### src/rtl/crtc_pkg.sv
package crtc_pkg;
  localparam int SYNC_W = 4;

  // Coded sync width: a zero nibble means the maximum length 2**SYNC_W.
  function automatic logic [SYNC_W:0] sync_len(input logic [SYNC_W-1:0] n);
    sync_len = (n == '0) ? (SYNC_W+1)'(1 << SYNC_W) : {1'b0, n};
  endfunction
endpackage

### src/rtl/crtc_hcount.sv
module crtc_hcount
  import crtc_pkg::*;
#(
  parameter int H_W = 8
) (
  input  logic                clk,
  input  logic                rst_n,
  input  logic [H_W-1:0]      h_total,
  input  logic [H_W-1:0]      h_sync_pos,
  input  logic [SYNC_W-1:0]   hsw,
  input  logic [H_W-1:0]      de_begin,
  input  logic [H_W-1:0]      de_end,
  output logic                line_end,
  output logic                hsync_act,
  output logic                h_win
);
  logic [H_W-1:0] hc;
  logic [H_W:0]   hs_lo, hs_hi;

  assign line_end = (hc == h_total);

  always_ff @(posedge clk or negedge rst_n) begin
    if (!rst_n)        hc <= '0;
    else if (line_end) hc <= '0;
    else               hc <= hc + 1'b1;
  end

  always_comb begin
    hs_lo     = {1'b0, h_sync_pos};
    hs_hi     = hs_lo + (H_W+1)'(sync_len(hsw));
    hsync_act = ({1'b0, hc} >= hs_lo) && ({1'b0, hc} < hs_hi);
    h_win     = (hc >= de_begin) && (hc < de_end);
  end

  // position only steps by one or restarts at zero
  p_hpos_step_r1: assert property (@(posedge clk) disable iff (!rst_n)
    (hc != '0) |-> (hc == $past(hc) + 1'b1));
  // sync never rises away from its programmed start
  p_hsync_start_r1: assert property (@(posedge clk) disable iff (!rst_n)
    $rose(hsync_act) |-> (hc == h_sync_pos));
  // sync ends at the coded width or at the line wrap
  p_hsync_len_r2: assert property (@(posedge clk) disable iff (!rst_n)
    $fell(hsync_act) |-> ((hc == '0) || ({1'b0, hc} == hs_hi)));
endmodule

### src/rtl/crtc_vcount.sv
module crtc_vcount
  import crtc_pkg::*;
#(
  parameter int R_W = 8,
  parameter int S_W = 5
) (
  input  logic                clk,
  input  logic                rst_n,
  input  logic                line_end,
  input  logic [R_W-1:0]      v_total,
  input  logic [S_W-1:0]      v_adjust,
  input  logic [R_W-1:0]      v_disp,
  input  logic [R_W-1:0]      v_sync_pos,
  input  logic [S_W-1:0]      scan_total,
  input  logic [SYNC_W-1:0]   vsw,
  output logic [R_W-1:0]      row,
  output logic [S_W-1:0]      scan,
  output logic                in_adj,
  output logic                vsync_act,
  output logic                v_win,
  output logic                frame_next,
  output logic                row_next
);
  logic [R_W-1:0]  rc, n_rc;
  logic [S_W-1:0]  sl, n_sl;
  logic            adj, n_adj;
  logic [SYNC_W:0] vs_left;

  // Position of the following scan line, used at line end.
  always_comb begin
    n_rc       = rc;
    n_sl       = sl + 1'b1;
    n_adj      = adj;
    frame_next = 1'b0;
    row_next   = 1'b0;
    if (!adj) begin
      if (sl >= scan_total) begin
        n_sl = '0;
        if (rc == v_total) begin
          if (v_adjust == '0) begin
            n_rc       = '0;
            frame_next = 1'b1;
          end else begin
            n_adj = 1'b1;
          end
        end else begin
          n_rc     = rc + 1'b1;
          row_next = 1'b1;
        end
      end
    end else if ((sl + 1'b1) == v_adjust) begin
      n_sl       = '0;
      n_rc       = '0;
      n_adj      = 1'b0;
      frame_next = 1'b1;
    end
  end

  always_ff @(posedge clk or negedge rst_n) begin
    if (!rst_n) begin
      rc      <= '0;
      sl      <= '0;
      adj     <= 1'b0;
      vs_left <= '0;
    end else if (line_end) begin
      rc  <= n_rc;
      sl  <= n_sl;
      adj <= n_adj;
      if (!n_adj && (n_rc == v_sync_pos) && (n_sl == '0))
        vs_left <= sync_len(vsw);
      else if (vs_left != '0)
        vs_left <= vs_left - 1'b1;
    end
  end

  assign row       = rc;
  assign scan      = sl;
  assign in_adj    = adj;
  assign vsync_act = (vs_left != '0);
  assign v_win     = (rc < v_disp) && !adj;

  // scan index stays inside the row outside adjust lines
  p_scan_bound_r3: assert property (@(posedge clk) disable iff (!rst_n)
    !adj |-> (sl <= scan_total));
  // scan index only changes at a line boundary
  p_scan_hold_r4: assert property (@(posedge clk) disable iff (!rst_n)
    !$past(line_end) |-> (sl == $past(sl) && rc == $past(rc)));
  // adjust lines sit after the last row and are bounded
  p_adj_row_r5: assert property (@(posedge clk) disable iff (!rst_n)
    adj |-> (rc == v_total && sl < v_adjust));
  // vertical sync starts only at scan 0 of the sync row
  p_vsync_start_r6: assert property (@(posedge clk) disable iff (!rst_n)
    $rose(vsync_act) |-> (sl == '0 && !adj && rc == v_sync_pos));
endmodule

### src/rtl/crtc_addr.sv
module crtc_addr #(
  parameter int A_W = 16,
  parameter int H_W = 8
) (
  input  logic            clk,
  input  logic            rst_n,
  input  logic            line_end,
  input  logic            frame_next,
  input  logic            row_next,
  input  logic [A_W-1:0]  start_addr,
  input  logic [H_W-1:0]  h_disp,
  output logic [A_W-1:0]  char_addr
);
  logic [A_W-1:0] base, ca, step_base;

  assign step_base = base + A_W'(h_disp);

  always_ff @(posedge clk or negedge rst_n) begin
    if (!rst_n) begin
      base <= '0;
      ca   <= '0;
    end else if (line_end) begin
      if (frame_next) begin
        base <= start_addr;
        ca   <= start_addr;
      end else if (row_next) begin
        base <= step_base;
        ca   <= step_base;
      end else begin
        ca   <= base;
      end
    end else begin
      ca <= ca + 1'b1;
    end
  end

  assign char_addr = ca;

  // within a line the address advances by exactly one
  p_addr_step_r9: assert property (@(posedge clk) disable iff (!rst_n)
    !line_end |=> (ca == $past(ca) + 1'b1));
  // each new frame restarts at the programmed start address
  p_addr_frame_r9: assert property (@(posedge clk) disable iff (!rst_n)
    (line_end && frame_next) |=> (ca == $past(start_addr)));
endmodule

### src/rtl/crtc_timing.sv
module crtc_timing
  import crtc_pkg::*;
#(
  parameter int H_W = 8,
  parameter int R_W = 8,
  parameter int S_W = 5,
  parameter int A_W = 16
) (
  input  logic                  clk,
  input  logic                  rst_n,
  input  logic [H_W-1:0]        h_total,
  input  logic [H_W-1:0]        h_disp,
  input  logic [H_W-1:0]        h_sync_pos,
  input  logic [2*SYNC_W-1:0]   sync_widths,
  input  logic [R_W-1:0]        v_total,
  input  logic [S_W-1:0]        v_adjust,
  input  logic [R_W-1:0]        v_disp,
  input  logic [R_W-1:0]        v_sync_pos,
  input  logic [S_W-1:0]        scan_total,
  input  logic [H_W-1:0]        de_begin,
  input  logic [H_W-1:0]        de_end,
  input  logic                  hsync_pol,
  input  logic                  vsync_pol,
  input  logic [A_W-1:0]        start_addr,
  output logic                  hsync,
  output logic                  vsync,
  output logic                  disp_en,
  output logic [R_W-1:0]        row,
  output logic [S_W-1:0]        scan,
  output logic [A_W-1:0]        char_addr
);
  logic line_end, hsync_act, h_win;
  logic in_adj, vsync_act, v_win, frame_next, row_next;

  crtc_hcount #(.H_W(H_W)) u_h (
    .clk        (clk),
    .rst_n      (rst_n),
    .h_total    (h_total),
    .h_sync_pos (h_sync_pos),
    .hsw        (sync_widths[SYNC_W-1:0]),
    .de_begin   (de_begin),
    .de_end     (de_end),
    .line_end   (line_end),
    .hsync_act  (hsync_act),
    .h_win      (h_win)
  );

  crtc_vcount #(.R_W(R_W), .S_W(S_W)) u_v (
    .clk        (clk),
    .rst_n      (rst_n),
    .line_end   (line_end),
    .v_total    (v_total),
    .v_adjust   (v_adjust),
    .v_disp     (v_disp),
    .v_sync_pos (v_sync_pos),
    .scan_total (scan_total),
    .vsw        (sync_widths[2*SYNC_W-1:SYNC_W]),
    .row        (row),
    .scan       (scan),
    .in_adj     (in_adj),
    .vsync_act  (vsync_act),
    .v_win      (v_win),
    .frame_next (frame_next),
    .row_next   (row_next)
  );

  crtc_addr #(.A_W(A_W), .H_W(H_W)) u_a (
    .clk        (clk),
    .rst_n      (rst_n),
    .line_end   (line_end),
    .frame_next (frame_next),
    .row_next   (row_next),
    .start_addr (start_addr),
    .h_disp     (h_disp),
    .char_addr  (char_addr)
  );

  assign hsync   = hsync_act ^ hsync_pol;
  assign vsync   = vsync_act ^ vsync_pol;
  assign disp_en = h_win & v_win;

  // adjust lines are always blanked
  p_de_adjust_r7: assert property (@(posedge clk) disable iff (!rst_n)
    in_adj |-> !disp_en);
  // no enable beyond the displayed rows
  p_de_rows_r7: assert property (@(posedge clk) disable iff (!rst_n)
    disp_en |-> (row < v_disp));
  // reset leaves the vertical counters at zero
  p_reset_state_r10: assert property (@(posedge clk)
    !rst_n |=> (!rst_n || (row == '0 && scan == '0)));
endmodule

### config.mk
export PLATFORM = sky130hd
export DESIGN_NAME = crtc_timing
export DESIGN_NICKNAME = d
export VERILOG_FILES = /design/src/rtl/crtc_pkg.sv /design/src/rtl/crtc_hcount.sv /design/src/rtl/crtc_vcount.sv /design/src/rtl/crtc_addr.sv /design/src/rtl/crtc_timing.sv
export SDC_FILE = /design/constraint.sdc
export NUM_CORES = 1
export LEC_CHECK = 0
export BUFFER_PORTS_ARGS = -buffer_cell sky130_fd_sc_hd__buf_2
export CORE_MARGIN = 2
export CORE_UTILIZATION = 58
export DETAILED_ROUTE_END_ITERATION = 8
export PLACE_DENSITY = 0.85
export SYNTH_ARGS = -nofsm -noshare
export SYNTH_HDL_FRONTEND = slang
export SYNTH_SLANG_ARGS = --single-unit
### constraint.sdc
create_clock -name clk -period 8.5 [get_ports clk]
set_clock_uncertainty 0.05 [all_clocks]
set_input_delay 0.425 -clock clk [delete_from_list [all_inputs] [get_ports clk]]
set_output_delay 0.425 -clock clk [all_outputs]
set_load 0.02 [all_outputs]
==> results of run 1 <==
==> power by group through the flow <==
stage               sequential (mW)  combinational [mW]  clock (mW)
global placement              0.441               0.457           0
detailed placement            0.449               0.482           0
global route                  0.457               0.548       0.279
CTS                           0.445               0.488       0.268
finish                        0.446               0.486       0.266
floorplan                     0.455               0.314           0
==> sequential cells by signal, indices dropped and copies added (netlist names) <==
register	cells
u_v.scan	5
u_a.base	16
u_v.vs_left	5
u_a.char_addr	16
u_v.in_adj	1
u_h.hc	8
u_v.row	8
==> per-layer routing <==
metal  vias up  track usage  wire, um
li1       2719            -         -
met1      2672        0.376      6440
met2       242        0.505      7330
met3        29       0.0380      1130
met4         0       0.0972       247
met5         -            0         0
==> layout by cell type (no fill, tap or decap), drive strengths merged, types with 4 or more instances in the layout <==
cell,Yosys,final
a211o,4,4
a211oi,7,7
a21o,32,32
a21oi,34,34
a31oi,8,8
and2,4,4
and3,12,12
buf,14,138
clkbuf,22,9
clkinv,0,4
dfrtp,59,59
ha,61,61
inv,56,57
nand2,68,68
nand2b,9,9
nand3,26,26
nand4,8,8
nor2,39,39
nor2b,7,7
nor3,16,16
nor4,6,6
o211ai,11,11
o21ai,47,47
o221ai,4,4
o22ai,5,5
o31ai,6,6
or2,4,4
or3,5,5
or4,5,5
xnor2,39,39
xor2,22,22
==> per-stage QoR <==
| step | hold slack, ns | instances | total power [mW] | util | setup WS (ns) |
|---|---|---|---|---|---|
| after global placement | 0.427 | 929 | 0.898 | 0.662 | 4.78 |
| final | 0.184 | 945 | 1.20 | 0.683 | 4.70 |
| after floorplan | 0.0794 | 694 | 0.768 | - | 5.06 |
| after global routing | 0.255 | 945 | 1.28 | 0.683 | 4.41 |
| after detailed placement | 0.443 | 929 | 0.931 | 0.662 | 4.69 |
| after CTS | 0.208 | 945 | 1.20 | 0.683 | 4.68 |
==> critical path, cell delays in order (launching register included) <==
cell	delay [ns]
dfrtp_1	0.51
inv_1	0.10
ha_1	0.29
nor3b_1	0.05
o21a_1	0.24
nor3_1	0.21
buf_4	0.23
nand2_1	0.42
a211oi_1	0.82
nand3_1	0.28
xnor2_1	0.21
mux2i_1	0.09
o21ai_0	0.20
==> kinds of logic after synthesis <==
family,synth area share
muxes,0.00552
and+or+nand+nor,0.200
xor gates and xnor gates,0.0943
DFF,0.260
adders and majority gates,0.142
AOI/OAI and AO/OA,0.231
buffers and inverters,0.0671
==> area by class of cell <==
class / instances / area share
multi-input cells: 543 / 0.581
inverters: 56 / 0.0319
well taps: 133 / 0.0253
clock buffers: 9 / 0.0188
repair buffers: 138 / 0.107
clock inverters: 7 / 0.0118
flip-flops and latches: 59 / 0.224
==> worst min-delay path by stage <==
stage	start	endpoint	slack (ns)	cells after the start
floorplan	rst_n	u_a.base[0]	0.08	0
global placement	u_a.base[15]	u_a.base[15]	0.43	1
detailed placement	u_a.base[15]	u_a.base[15]	0.44	1
CTS	rst_n	u_v.row[2]	0.21	2
global route	rst_n	u_v.scan[3]	0.25	2
finish	rst_n	u_v.scan[0]	0.18	2
==> reports/metrics.cfg, run 1 <==
[worst_setup_path]
cp.arrival_ns=4.02
startpoint=u_v.scan[0]
r2r_end=u_a.char_addr[10]
cp-start-kind=flip-flop
path_max_fanout=21
crit_path_end=u_a.char_addr[10]
timing.rr.start=u_v.scan[0]
crit_type=flip-flop to flip-flop
required_ns=8.72
reg2reg_depth=12
end_kind=flip-flop
rrSetupSlack_ns=4.70

[timing]
setup_tns_ns=0
hold_violations=0
worst_pin_slew_ns=1.08
maxSlewViolCount=0
finalSetupViolations=0
min_period_ns=3.80
post-route-period-util=0.447
rsz0062_at_grt=no
slew-limit-headroom=0.280
fmax_mhz=263

[routing]
drt_iter0_drc=284
vias=5662
drc=0
wl_per_cell_um=16.0
finalWirelength_mm=15.1
drt_pass1_iterations=5
viasPerCell=5.99
ant_nets=0

[clocking]
cts_sinks=59
postCtsHoldBufs=0
clkLatencyLatePin_ns=0.35
clock_path_buffers=2
cts_tree=done
cts_max_level=3
post_cts_buffers=0
clk_pin_slew_ns=0.08
root_buffer=clkbuf_8
cts_buffers=9
cts_resized=0

[final_layout]
multi_input_comb_area_um2=3830
diodes=0
postLayoutCellArea_um2=6580
drive_gt1_frac=0.209
nets=972
areaGrowthSynthToFinish_pct=16.2
nFillCells=828
area.sequential_um2=1480

[synth]
ys_seq_area_frac=0.260
synth.most_common_cell=nand2_1
synthesis.area_um2=5670
ys_ff_latch=59
synth_common_cells=nand2_1 (68), ha_1 (61), dfrtp_1 (59), inv_1 (56), o21ai_0 (43)
yosysWarnings=0
synth-async-reset-ratio=1.00
syn_inst=694
synth.area.top_cells=dfrtp_1 (26%), ha_1 (13%), xnor2_1 (6.0%)
synth_top_area_cell=dfrtp_1
synth_flop_cell=dfrtp_1
synth_edf_count=0
synth_top_area_frac=0.260
syn_nets=859
synth_area_per_cell_um2=8.17
synthDistinctLibCells=76

[floorplanning]
num_io_pins=134
rows=36
die-width_um=103
core_area_um2=9640
start_util=0.588
die_area_um2=10600
dieHeight_um=103

[placement]
dp_hpwl_mm=11.1
place_area_um2=6380
gp_congestion=1.01
io_buffer_count=133

[power_and_ir_drop]
clockPowerShare=0.222
combinationalPowerShare=0.406
p_switching_uw=489
pwr_density_cell_nw_per_um2=182
p_int_uw=709
vdd_drop_max_mv=0.144
p_leak_nw=3.29
seqPwrFrac=0.372
swShare=0.408

[grt]
grt_pass1_wl_mm=24.6
grt_pass1_vias=5446
antenna_found_initial=0
grt_max_degree=60
gr-total-overflow=0
grtUsageTotal=0.291

[run_status]
status=complete, no violations

[flow_run]
max_cap_violations=0

[worst_hold_path]
min_path_type=input pin to async pin

No activity file was read; power rests on OpenSTA's default activity.
==> run 2, diff against run 1 <==
--- a/config.mk
+++ b/config.mk
@@ -7,9 +7,9 @@
 export LEC_CHECK = 0
 export BUFFER_PORTS_ARGS = -buffer_cell sky130_fd_sc_hd__buf_2
 export CORE_MARGIN = 2
-export CORE_UTILIZATION = 58
+export CORE_UTILIZATION = 50
 export DETAILED_ROUTE_END_ITERATION = 8
-export PLACE_DENSITY = 0.85
+export PLACE_DENSITY = 0.78
 export SYNTH_ARGS = -nofsm -noshare
 export SYNTH_HDL_FRONTEND = slang
 export SYNTH_SLANG_ARGS = --single-unit
==> constraint.sdc (replaced) <==
create_clock -name clk -period 3.31 [get_ports clk]
set_clock_uncertainty 0.05 [all_clocks]
set_input_delay 0.1655 -clock clk [delete_from_list [all_inputs] [get_ports clk]]
set_output_delay 0.1655 -clock clk [all_outputs]
set_load 0.02 [all_outputs]
==> run 2 against run 1 <==
  * Count of clock-buffer cells in the layout is the same
  * Sequential power rose to 2.5 times the previous value
  * Total power grew to 2.9 times the previous value
  * Final cell count grew 5.1%
  * Utilization fell by 3.3 points
  * Critical path depth shrank 1
  * Register-to-register slack got worse by 4.6 ns
  * Global-route usage is 2.4 points lower
  * Sequential share of layout area shrank 1.6 points
  * Fmax is 17% higher
==> reports/metrics.cfg, run 2 (synthesis results as in run 1) <==
[grt]
grt_pass1_vias=5671  ; +4.1%
grtUsageTotal=0.267  ; -0.0237
gr-total-overflow=0  ; unchanged
grt_max_degree=60  ; unchanged
grt_pass1_wl_mm=27.2  ; +11%
antenna_found_initial=1  ; +1

[clocking]
root_buffer=clkbuf_16
clock_path_buffers=2  ; unchanged
cts_buffers=9  ; unchanged
clkLatencyLatePin_ns=0.33  ; -0.02 ns
cts_tree=done
cts_max_level=3  ; unchanged
cts_sinks=59  ; unchanged
clk_pin_slew_ns=0.06  ; -0.02 ns

[floorplanning]
rows=38  ; +5.6%
die-width_um=110  ; +7.4%
dieHeight_um=110  ; +7.4%
start_util=0.518  ; -0.0697
die_area_um2=12200  ; +15%
core_area_um2=10900  ; +13%
num_io_pins=134  ; unchanged

[timing]
fmax_mhz=309  ; +17%
worst_pin_slew_ns=1.05  ; -0.0262 ns
hold_ws_ns=0.0706  ; -0.113 ns
setup_tns_ns=0  ; unchanged
post-route-period-util=0.979  ; +0.532
finalSetupViolations=0  ; unchanged
rsz0062_at_grt=yes
hold_violations=0  ; unchanged
fin_ws_ns=0.0704  ; -4.63 ns
min_period_ns=3.24  ; -0.558 ns
maxSlewViolCount=0  ; unchanged
slew-limit-headroom=0.295  ; +0.0152

[final_layout]
areaGrowthSynthToFinish_pct=25.4
fin_util=0.650  ; -0.0331
nets=1012  ; +4.1%
drive_gt1_frac=0.261  ; +0.0512
nFillCells=932  ; +13%
final_common_cell=buf_2
layout_common_cells=buf_2 (133), nand2_1 (68), ha_1 (59)
layout.cells.non_filler=993  ; +5.1%

[power_and_ir_drop]
pwr_density_cell_nw_per_um2=490  ; +170%
p_leak_nw=3.54  ; +7.6%
vdd_drop_max_mv=0.375  ; +160%

[routing]
drt_pass1_iterations=5  ; unchanged
ant_nets=0  ; unchanged
viasPerCell=5.89  ; -1.7%
drt_iter0_drc=450  ; +58%
drc=0  ; unchanged
vias=5849  ; +3.3%
wl_per_cell_um=16.9  ; +5.2%
finalWirelength_mm=16.7  ; +11%

[worst_setup_path]
cp.arrival_ns=3.41  ; -0.61 ns
timing.rr.start=u_v.scan[1]
crit_path_end=u_v.vs_left[4]
cp-start-kind=flip-flop
crit_chain=ha_2, nand2b_1, a32oi_1, o211ai_1, buf_4, nor2_4, o21ai_0, nand4_1, or4b_4, or2_1, o311ai_1
max_stage_delay_ns=0.56  ; -0.26 ns
end_kind=flip-flop
path_max_fanout=9  ; -57%
r2r_end=u_v.vs_left[4]
reg2reg_depth=11  ; -1
crit_type=flip-flop to flip-flop
rrSetupSlack_ns=0.07  ; -4.63 ns
slowest_stage=or4b_4
startpoint=u_v.scan[1]
required_ns=3.48  ; -5.24 ns

[placement]
dp.cells=969  ; +4.3%
dp_hpwl_mm=12.3  ; +11%
io_buffer_count=133  ; unchanged
gp_congestion=0.984  ; -2.4%
dpl_worst_slack_ns=-0.0176  ; -4.70 ns

[flow_run]
max_cap_violations=0  ; unchanged

[run_status]
status=complete, no violations

[worst_hold_path]
min_path_type=input pin to flip-flop

-- run 2: cell types whose count changed in the layout (fill, tap and decap cells not counted), sizes merged --
cell / previous run / this run
a31oi: 8 / 9
bufinv: 1 / 2
dlygate4sd3: 0 / 1
clkinv: 4 / 2
clkinvlp: 1 / 2
diode: 0 / 1
buf: 138 / 176
-- run 2: layout make-up --
class	instances	area, um^2	share of cell area
multi-input combinational	544	3910	0.550
sequential	59	1480	0.208
timing repair buffer	177	1000	0.141
clock buffer	9	225	0.0317
inverter	56	210	0.0296
tap	140	175	0.0246
clock inverter	7	101	0.0143
antenna	1	2.50	0.000352
-- run 2: how the worst min path moves through the flow --
stage	from	to	slack [ns]	depth (start not counted)
finish	start_addr[3]	u_a.base[3]	0.07	3
global route	start_addr[3]	u_a.base[3]	0.09	3
CTS	start_addr[3]	u_a.base[3]	0.07	3
detailed placement	rst_n	u_v.row[2]	0.12	1
global placement	rst_n	u_v.row[2]	0.12	1
floorplan	rst_n	u_a.base[0]	-0.18	0
-- run 2: worst max-delay path: cells and delay by family (launching register included) --
| kind | cells | cell delay (ns) |
|---|---|---|
| flip-flops | 1 | 0.38 |
| adder cells (fa/ha/maj) | 1 | 0.29 |
| AND/OR/NAND/NOR | 5 | 1.15 |
| AO/OA/AOI/OAI | 4 | 1.04 |
| buffers and inverters | 1 | 0.21 |
-- run 2: stage by stage --
stage               area [um^2]  total power [mW]
floorplan                  5680              1.98
global placement           6640              2.34
detailed placement         6640              2.42
CTS                        6980              3.47
global route               7110              3.72
finish                     7110              3.48
-- run 2: where the power goes --
group,leakage [nW],switching (mW),internal (mW)
Sequential,0.748,0.256,0.879
Clock,0.152,0.368,0.664
Combinational,2.64,0.690,0.625
Total,3.54,1.31,2.17
-- run 2: per-layer routing --
layer  share of wire  vias up  GRT usage  wire length (um)
met4           0.024        0     0.0883               404
met1            0.43     2787      0.343              7200
met2            0.48      227      0.443              8050
met5               0        -          0                 0
met3           0.065       30     0.0626              1090
li1                -     2805          -                 -
-- run 2: repair_timing --
action                     4_1_cts  5_1_grt
resized for setup                2       15
setup endpoints to repair        5       21
setup buffers                    0        5
hold endpoints to repair        19        0
hold buffers                     1        0
pin swaps                        0        7
cloned                           0        1
==> run 3, diff against run 2 <==
--- a/config.mk
+++ b/config.mk
@@ -7,9 +7,9 @@
 export LEC_CHECK = 0
 export BUFFER_PORTS_ARGS = -buffer_cell sky130_fd_sc_hd__buf_2
 export CORE_MARGIN = 2
-export CORE_UTILIZATION = 50
+export CORE_UTILIZATION = 58
 export DETAILED_ROUTE_END_ITERATION = 8
-export PLACE_DENSITY = 0.78
+export PLACE_DENSITY = 0.85
 export SYNTH_ARGS = -nofsm -noshare
 export SYNTH_HDL_FRONTEND = slang
 export SYNTH_SLANG_ARGS = --single-unit
==> constraint.sdc (replaced) <==
create_clock -name clk -period 3.9 [get_ports clk]
set_clock_uncertainty 0.05 [all_clocks]
set_input_delay 0.195 -clock clk [delete_from_list [all_inputs] [get_ports clk]]
set_output_delay 0.195 -clock clk [all_outputs]
set_load 0.02 [all_outputs]
==> run 3 against run 2 <==
  * Sequential power decreased by 14%
  * Flip-flop and latch count is the same
  * Combinational power is 18% lower
  * Critical path type unchanged
  * Wire length is 8.8% lower
  * First-iteration DRC count decreased by 47%
  * Fmax down 11%
  * Design area shrank 6.5%
  * Worst hold slack improved by 0.0033 ns
==> reports/metrics.cfg, run 3 (synthesis results as in run 1) <==
[run_status]
status=complete, no violations

[clocking]
cts_buffers=9  ; unchanged
post_cts_buffers=0  ; unchanged
cts_sinks=59  ; unchanged
clock_path_buffers=2  ; unchanged
cts_tree=done
clkLatencyLatePin_ns=0.35  ; +0.02 ns
cts_max_level=3  ; unchanged
root_buffer=clkbuf_8
clk_pin_slew_ns=0.08  ; +0.02 ns

[timing]
post-route-period-util=0.934  ; -0.0449
finalSetupViolations=0  ; unchanged
fmax_mhz=275  ; -11%
hold_violations=0  ; unchanged
hold_ws_ns=0.0739  ; +0.00331 ns
rsz0062_at_grt=no
min_period_ns=3.64  ; +0.402 ns
worst_pin_slew_ns=0.894  ; -0.161 ns
slew-limit-headroom=0.404  ; +0.109
maxSlewViolCount=0  ; unchanged
setup_tns_ns=0  ; unchanged

[routing]
wl_per_cell_um=16.0  ; -4.8%
drt_pass1_iterations=5  ; unchanged
viasPerCell=5.89  ; about the same
drt_iter0_drc=240  ; -47%
finalWirelength_mm=15.3  ; -8.8%
ant_nets=0  ; unchanged
drc=0  ; unchanged
vias=5605  ; -4.2%

[floorplanning]
die-width_um=103  ; -6.9%
dieHeight_um=103  ; -6.9%
die_area_um2=10600  ; -13%
rows=36  ; -5.3%
core_area_um2=9640  ; -12%
start_util=0.588  ; +0.0697
num_io_pins=134  ; unchanged

[final_layout]
nets=979  ; -3.3%
drive_gt1_frac=0.217  ; -0.0432
areaGrowthSynthToFinish_pct=17.2
area.sequential_um2=1480  ; -0.17%
layout_common_cells=buf_2 (133), nand2_1 (68), ha_1 (61)
diodes=0  ; -1
postLayoutCellArea_um2=6650  ; -6.5%
nFillCells=814  ; -13%
layout.cells.non_filler=952  ; -4.1%
multi_input_comb_area_um2=3830  ; -2.0%
final_common_cell=buf_2

[power_and_ir_drop]
vdd_drop_max_mv=0.369  ; -1.6%
p_leak_nw=3.33  ; -6.1%
pwr_density_cell_nw_per_um2=394  ; -20%
power_mw=2.61  ; -25%

[placement]
gp_congestion=1.05  ; +6.5%
place_area_um2=6430  ; -3.2%
dp.cells=935  ; -3.5%
dp_hpwl_mm=11.4  ; -7.6%
io_buffer_count=133  ; unchanged

[worst_setup_path]
max_stage_delay_ns=0.59  ; +0.03 ns
critical-path-top-delay-family=simple AND/OR/NAND/NOR gates
cp.arrival_ns=3.83  ; +0.42 ns
rrSetupSlack_ns=0.26  ; +0.19 ns
path_max_fanout=14  ; +5
end_kind=flip-flop
slowest_stage=or4b_4
required_ns=4.08  ; +0.60 ns
crit_buf_inv=1  ; unchanged
cp-start-kind=flip-flop
reg2reg_depth=11  ; unchanged
crit_type=flip-flop to flip-flop
timing.rr.start=u_v.scan[0]
crit_chain=inv_1, ha_1, nor3b_1, o21a_1, or3_1, nor2_4, o21ai_0, a311oi_1, or4b_4, or2_1, a211o_1
r2r_end=u_v.vs_left[2]
crit_cells=11  ; unchanged

[grt]
grtUsageTotal=0.300  ; +0.0330
grt_pass1_wl_mm=25.2  ; -7.3%
antenna_found_initial=0  ; -1
grt_pass1_vias=5467  ; -3.6%
grt_max_degree=60  ; unchanged
gr-total-overflow=0  ; unchanged

[worst_hold_path]
whs_path_depth=3  ; unchanged
min_to=u_a.base[4]
min_path_type=input pin to flip-flop
holdCritStartpoint=start_addr[4]

[flow_run]
max_cap_violations=0  ; unchanged

[run 3: changes by cell type in the layout (fill, tap and decap cells not counted), sizes merged]
cell / delta
diode: -1
buf: -32
bufinv: -1
a31oi: -1
clkbuf: +1
[run 3: worst max path at each step]
stage / start / to / slack [ns]
floorplan: u_v.scan[0] / u_v.vs_left[1] / 0.47
finish: u_v.scan[0] / u_v.vs_left[2] / 0.26
detailed placement: u_v.scan[0] / u_v.vs_left[2] / 0.27
global placement: u_v.scan[0] / u_v.vs_left[2] / 0.39
global route: u_v.scan[0] / u_v.vs_left[4] / 0.02
CTS: u_v.scan[0] / u_v.vs_left[2] / 0.24
[run 3: power by group]
part,switching (mW),total (mW),internal [mW]
sequential,0.223,0.967,0.743
combinational,0.559,1.07,0.506
clock,0.271,0.583,0.312
[run 3: through the flow]
step | utilization | setup slack [ns]
after floorplan | - | 0.468
after global placement | 0.667 | 0.387
after detailed placement | 0.667 | 0.267
after CTS | 0.689 | 0.243
after global routing | 0.689 | 0.0217
final | 0.689 | 0.258
[run 3: layout make-up]
cell class,count,area share
clock inverters,6,0.00960
clock buffers,10,0.0207
repair buffers,145,0.114
well taps,133,0.0250
inverters,56,0.0316
multi-input cells,543,0.577
flip-flops and latches,59,0.222
[run 3: routing by layer]
| layer | vias up | track usage | share of wire |
|---|---|---|---|
| met5 | - | 0 | 0 |
| li1 | 2734 | - | - |
| met3 | 37 | 0.0617 | 0.066 |
| met4 | 0 | 0.0931 | 0.019 |
| met2 | 212 | 0.499 | 0.48 |
| met1 | 2622 | 0.395 | 0.44 |
[run 3: repair_timing]
action                                 CTS  global route
setup endpoints to repair                0             2
endpoints found under the hold margin   35             0
hold buffers                             1             0
resized for setup                        0             2
[run 3: worst reg2reg max path: cells and delay by family, from the launching register on]
kind / cells / cell delay (ns)
compound gates: 4 / 0.90
fa+ha+maj: 1 / 0.28
simple gates: 5 / 1.70
buf+inv: 1 / 0.11
flops: 1 / 0.50
